$ cat src/rtl/ph_seq_pkg.sv
package ph_seq_pkg;

    localparam int BUS_W = 24;
    localparam int AMP_W = 11;
    localparam int ADR_W = 4;

    typedef struct packed {
        logic             last;
        logic [ADR_W-1:0] chip;
        logic [ADR_W-1:0] chan;
        logic             low_gain;
        logic             ovf;
        logic [AMP_W-1:0] amp;
    } ph_rec_t;

    localparam int REC_W = $bits(ph_rec_t);

    typedef enum logic [2:0] {
        ST_IDLE,
        ST_FETCH,
        ST_STORE,
        ST_FINISH,
        ST_FAULT
    } seq_state_e;

endpackage

$ cat src/rtl/ph_word_unpack.sv
module ph_word_unpack
    import ph_seq_pkg::*;
(
    input  logic [BUS_W-1:0] word_i,
    output ph_rec_t          rec_o
);

    // Bit positions are fixed by the front-end chips that drive the bus.
    always_comb begin
        rec_o.amp      = word_i[AMP_W-1:0];
        rec_o.ovf      = word_i[11];
        rec_o.low_gain = word_i[14];
        rec_o.chan     = word_i[18:15];
        rec_o.chip     = word_i[22:19];
        rec_o.last     = word_i[23];
    end

endmodule

$ cat src/rtl/ph_word_counter.sv
module ph_word_counter #(
    parameter int W = 9
) (
    input  logic         clk,
    input  logic         rst_n,
    input  logic         clr_i,
    input  logic         inc_i,
    output logic [W-1:0] cnt_o
);

    always_ff @(posedge clk or negedge rst_n) begin
        if (!rst_n) begin
            cnt_o <= '0;
        end else if (clr_i) begin
            cnt_o <= '0;
        end else if (inc_i) begin
            cnt_o <= cnt_o + 1'b1;
        end
    end

endmodule

$ cat src/rtl/ph_wait_timer.sv
module ph_wait_timer #(
    parameter int LIMIT = 64,
    localparam int W = $clog2(LIMIT + 1)
) (
    input  logic clk,
    input  logic rst_n,
    input  logic clr_i,
    input  logic tick_i,
    output logic expired_o
);

    logic [W-1:0] waited_q;

    always_ff @(posedge clk or negedge rst_n) begin
        if (!rst_n) begin
            waited_q <= '0;
        end else if (clr_i) begin
            waited_q <= '0;
        end else if (tick_i) begin
            waited_q <= waited_q + 1'b1;
        end
    end

    assign expired_o = tick_i && (waited_q == W'(LIMIT - 1));

endmodule

$ cat src/rtl/ph_readout_seq.sv
module ph_readout_seq
    import ph_seq_pkg::*;
#(
    parameter int MAX_WORDS = 256,
    parameter int TIMEOUT   = 64,
    parameter int CNT_W     = $clog2(MAX_WORDS + 1)
) (
    input  logic             clk,
    input  logic             rst_n,
    input  logic             start_i,
    input  logic             bus_rdy_i,
    input  logic [BUS_W-1:0] bus_data_i,
    output logic             bus_rd_o,
    input  logic             fifo_full_i,
    output logic             fifo_wr_o,
    output logic [REC_W-1:0] fifo_data_o,
    output logic             done_o,
    output logic             err_o,
    output logic [CNT_W-1:0] word_cnt_o
);

    seq_state_e state_q, state_d;
    ph_rec_t    rec_d, rec_q;
    logic       take, go, timed_out, at_limit;

    ph_word_unpack u_unpack (
        .word_i (bus_data_i),
        .rec_o  (rec_d)
    );

    ph_word_counter #(.W(CNT_W)) u_count (
        .clk   (clk),
        .rst_n (rst_n),
        .clr_i (go),
        .inc_i (fifo_wr_o),
        .cnt_o (word_cnt_o)
    );

    ph_wait_timer #(.LIMIT(TIMEOUT)) u_timer (
        .clk       (clk),
        .rst_n     (rst_n),
        .clr_i     (state_q != ST_FETCH),
        .tick_i    (bus_rd_o && !bus_rdy_i),
        .expired_o (timed_out)
    );

    assign go       = (state_q == ST_IDLE) && start_i;
    assign take     = bus_rd_o && bus_rdy_i;
    assign at_limit = (word_cnt_o == CNT_W'(MAX_WORDS - 1));

    // state register
    always_ff @(posedge clk or negedge rst_n) begin
        if (!rst_n) begin
            state_q <= ST_IDLE;
        end else begin
            state_q <= state_d;
        end
    end

    // next state
    always_comb begin
        state_d = state_q;
        unique case (state_q)
            ST_IDLE: begin
                if (start_i) state_d = ST_FETCH;
            end
            ST_FETCH: begin
                if (take)           state_d = ST_STORE;
                else if (timed_out) state_d = ST_FAULT;
            end
            ST_STORE: begin
                if (fifo_wr_o) begin
                    if (rec_q.last)    state_d = ST_FINISH;
                    else if (at_limit) state_d = ST_FAULT;
                    else               state_d = ST_FETCH;
                end
            end
            ST_FINISH: state_d = ST_IDLE;
            ST_FAULT:  state_d = ST_IDLE;
            default:   state_d = ST_IDLE;
        endcase
    end

    // outputs
    always_comb begin
        bus_rd_o  = 1'b0;
        fifo_wr_o = 1'b0;
        done_o    = 1'b0;
        unique case (state_q)
            ST_IDLE:   ;
            ST_FETCH:  bus_rd_o  = !fifo_full_i;
            ST_STORE:  fifo_wr_o = !fifo_full_i;
            ST_FINISH: done_o    = 1'b1;
            ST_FAULT:  done_o    = 1'b1;
            default:   ;
        endcase
    end

    assign fifo_data_o = rec_q;

    always_ff @(posedge clk or negedge rst_n) begin
        if (!rst_n) begin
            rec_q <= '0;
        end else if (take) begin
            rec_q <= rec_d;
        end
    end

    always_ff @(posedge clk or negedge rst_n) begin
        if (!rst_n) begin
            err_o <= 1'b0;
        end else if (go) begin
            err_o <= 1'b0;
        end else if (state_d == ST_FAULT && state_q != ST_FAULT) begin
            err_o <= 1'b1;
        end
    end

endmodule

$ cat config.mk
export PLATFORM = sky130hd
export DESIGN_NAME = ph_readout_seq
export DESIGN_NICKNAME = d
export VERILOG_FILES = /design/src/rtl/ph_seq_pkg.sv /design/src/rtl/ph_word_unpack.sv /design/src/rtl/ph_word_counter.sv /design/src/rtl/ph_wait_timer.sv /design/src/rtl/ph_readout_seq.sv
export SDC_FILE = /design/constraint.sdc
export NUM_CORES = 1
export LEC_CHECK = 0
export BUFFER_PORTS_ARGS = -buffer_cell sky130_fd_sc_hd__buf_4
export CAP_MARGIN = 15
export CORE_MARGIN = 2
export CORE_UTILIZATION = 35
export CTS_BUF_LIST = sky130_fd_sc_hd__clkbuf_4
export DETAILED_ROUTE_END_ITERATION = 12
export PLACE_DENSITY_LB_ADDON = 0.08
export SLEW_MARGIN = 20
export SYNTH_ARGS = -nofsm -noshare
export SYNTH_HDL_FRONTEND = slang
export SYNTH_SLANG_ARGS = --single-unit
$ cat constraint.sdc
create_clock -name clk -period 1.9 [get_ports clk]
set_clock_uncertainty 0.1 [all_clocks]
set_input_delay 0.19 -clock clk [delete_from_list [all_inputs] [get_ports clk]]
set_output_delay 0.19 -clock clk [all_outputs]
set_load 0.005 [all_outputs]
==> impl_metrics.json <==
{
  "num_vias": 1573,
  "synth_area_um2": 1860,
  "arrival_ps": 2040,
  "postRouteAntennaNets": 0,
  "fin_crit_ps": 1840,
  "setup_tns_ps": 0,
  "clkPwrFrac_pct": 18.5,
  "cpPeakStageDelay_ps": 590,
  "timing.slew.headroom_pct": 64.6,
  "cp.required_ps": 2100,
  "place.gp.congestion": 0.783,
  "postSynthNetCount": 188,
  "clockRootBuffer": "clkbuf_4",
  "drive_gt1_share_pct": 45.3,
  "cts_sinks": 42,
  "busiest_layer": "met2",
  "preCtsSetupSlack_ps": 6.02,
  "synth_top_area_share_pct": 56.5,
  "rrSetupSlack_ps": 60,
  "drv_slew": 0,
  "power_frac_comb_pct": 38.7,
  "grt.total_usage_pct": 15.1,
  "antenna_found_initial": 0,
  "max-vdd-ir-drop_mv": 0.525,
  "utilization_pct": 55.1,
  "setup_viol": 0,
  "synth_area_leaders": "dfrtp_1 56%, mux2_2 13%, a21oi_1 3.2%",
  "grt-ovfl-total": 0,
  "firstDrtPassIters": 4,
  "antenna_cells": 0,
  "synth_ff_type": "dfrtp_1",
  "clk_latency_ps": 350,
  "reg2reg_to": "u_count.cnt_o[7]$_DFFE_PN0P_",
  "syn_inst": 156,
  "p_switching_mw": 0.887,
  "synth_seq_cells": 42,
  "synth_edf_count": 0,
  "grt_use_met1_pct": 16.6,
  "dpl.hpwl_um": 2980,
  "syn_area_per_cell_um2": 11.9,
  "r2r_cells": 3,
  "cell_internal_pwr_mw": 2.27,
  "viasPerCell": 4.83,
  "drc_errors": 0,
  "ys_seq_area_share_pct": 56.5,
  "yosys_warnings": 0,
  "path_class": "flop to flop",
  "final_nets": 287,
  "synth_cell_types": 34,
  "start_kind": "flop",
  "hold_viol_final": 0,
  "maxCapViolCount": 0,
  "hp-start": "bus_rdy_i",
  "end_kind": "flop",
  "hold_path.class": "input port to flop",
  "hold_path_depth": 4,
  "synth_top_cell_by_area": "dfrtp_1",
  "die-area_um2": 5920,
  "drt_iter0_drc": 40,
  "die_h_um": 76.9,
  "crit_fanout": 6,
  "nFillCells": 474,
  "final_common_cell": "buf_4",
  "port_buffers": 61,
  "clock.fmax_ghz": 0.543,
  "hold-path-endpoint": "u_timer.waited_q[1]$_DFFE_PN0P_",
  "most-common-layout-cells": "73 x buf_4, 41 x dfrtp_1, 23 x dlygate4sd3_1",
  "fp.coreArea_um2": 5110,
  "outcome": "finished clean",
  "cts-buffers-inserted": 5,
  "async_reset_ff_share_pct": 100,
  "worst_pin_slew_ps": 531,
  "die_w_um": 76.9,
  "area_delta_synth_final_pct": 51.2,
  "clkTransAtPathRegs_ps": 140,
  "grt_use_met2_pct": 27.4,
  "grt_max_degree": 43,
  "cts_buffer_depth": 2,
  "regArea_um2": 1050,
  "io-pin-count": 64,
  "rsz0062_at_grt": "false",
  "multi_input_area_um2": 769,
  "cts_tree": "yes",
  "cts_max_level": 2,
  "start_util_pct": 36.4,
  "p_leak_nw": 1.28,
  "crit_slowest_cell": "or4b_4",
  "met3_usage_pct": 4.24,
  "p_seq_share_pct": 42.8,
  "fin_crit_sh_pct": 96.9,
  "swShare_pct": 28.1,
  "wl_um": 4340,
  "crit_chain": "or4b_4, or4_4, a21oi_2",
  "setup_ws_ps": 58.0,
  "p_per_area_nw_per_um2": 1120,
  "post_drt_wl_per_cell_um": 13.3,
  "r2r_start": "state_q[2]$_DFF_PN0_",
  "rows": 26,
  "first_global_vias": 1566,
  "grt_pass1_wl_um": 7130
}
[worst max-delay path, delay by kind of cell, from the launching register on]
kind | cells | cell delay (ps)
AND/OR/NAND/NOR | 2 | 1100
flip-flops | 1 | 420
AO/OA/AOI/OAI | 1 | 160
[flip-flops by register name, indices dropped and copies added (netlist names)]
register,count
u_timer.waited_q,7
state_q,3
fifo_data_o,22
u_count.cnt_o,9
err_o,1
[routing by layer]
metal,vias up,routed length [um]
met5,-,0
met4,0,103
met3,10,178
met2,37,2220
met1,768,1840
li1,758,-
[synth_stat cells (2+ instances only)]
| master | count |
|---|---|
| or2_2 | 2 |
| mux2_2 | 22 |
| a21oi_1 | 12 |
| xnor2_1 | 3 |
| dfrtp_1 | 42 |
| buf_2 | 4 |
| o31ai_1 | 3 |
| mux2i_1 | 2 |
| or3_1 | 6 |
| ha_1 | 3 |
| nor2_1 | 7 |
| o21ai_0 | 6 |
| nor3_1 | 3 |
| nand2_1 | 9 |
| inv_1 | 7 |
| or4_1 | 2 |
| nand2b_1 | 2 |
| nand3_1 | 5 |
[logic make-up (layout without fill, tap and decap cells)]
logic type	Yosys count	in the layout	share of synthesized area, %
mux	24	24	14.4
fa+ha+maj	3	3	2.02
xor+xnor	3	3	1.41
compound gates	25	25	7.67
buf+inv	12	112	3.09
flops	42	42	56.5
simple gates	47	47	14.9
[per-stage QoR]
stage	hold WS, ps	std cells	cell area (um2)	power (mW)
after detailed placement	116	289	2430	2.52
after floorplan	-206	156	1860	1.87
after global routing	75.9	326	2810	3.37
after CTS	48.5	322	2760	3.18
final	65.6	326	2810	3.16
after global placement	105	289	2430	2.48
[final cells by class]
type                            instances  area share, %
Sequential cell                        42           37.4
Timing Repair Buffer                   97           28.1
Multi-Input combinational cell        102           27.4
Tap cell                               70           3.11
Clock buffer                            7           1.87
Inverter                                7           1.11
Clock inverter                          1           1.07
[power by group through the flow]
stage	clock network [mW]	registers, mW	logic (mW)
final	0.586	1.35	1.22
after detailed placement	0	1.38	1.14
after global placement	0	1.36	1.12
after global routing	0.652	1.39	1.33
after floorplan	0	1.37	0.501
after CTS	0.613	1.35	1.21
[repair_timing]
item / CTS / global route
setup endpoints to repair: 3 / 4
cloned: 0 / 0
resized for setup: 4 / 6
hold buffers: 23 / 0
pin swaps: 1 / 2
hold endpoints to repair: 64 / 0
buffers inserted: 2 / 4
[how the worst max path moves through the flow]
stage / startpoint / endpoint
final: state_q[2]$_DFF_PN0_ / u_count.cnt_o[7]$_DFFE_PN0P_
after global routing: state_q[2]$_DFF_PN0_ / u_count.cnt_o[3]$_DFFE_PN0P_
after CTS: state_q[0]$_DFF_PN0_ / fifo_wr_o
after detailed placement: state_q[2]$_DFF_PN0_ / u_count.cnt_o[7]$_DFFE_PN0P_
after global placement: state_q[2]$_DFF_PN0_ / u_count.cnt_o[7]$_DFFE_PN0P_
after floorplan: state_q[0]$_DFF_PN0_ / u_count.cnt_o[7]$_DFFE_PN0P_
Note: power is estimated with default switching activity, not from simulation.
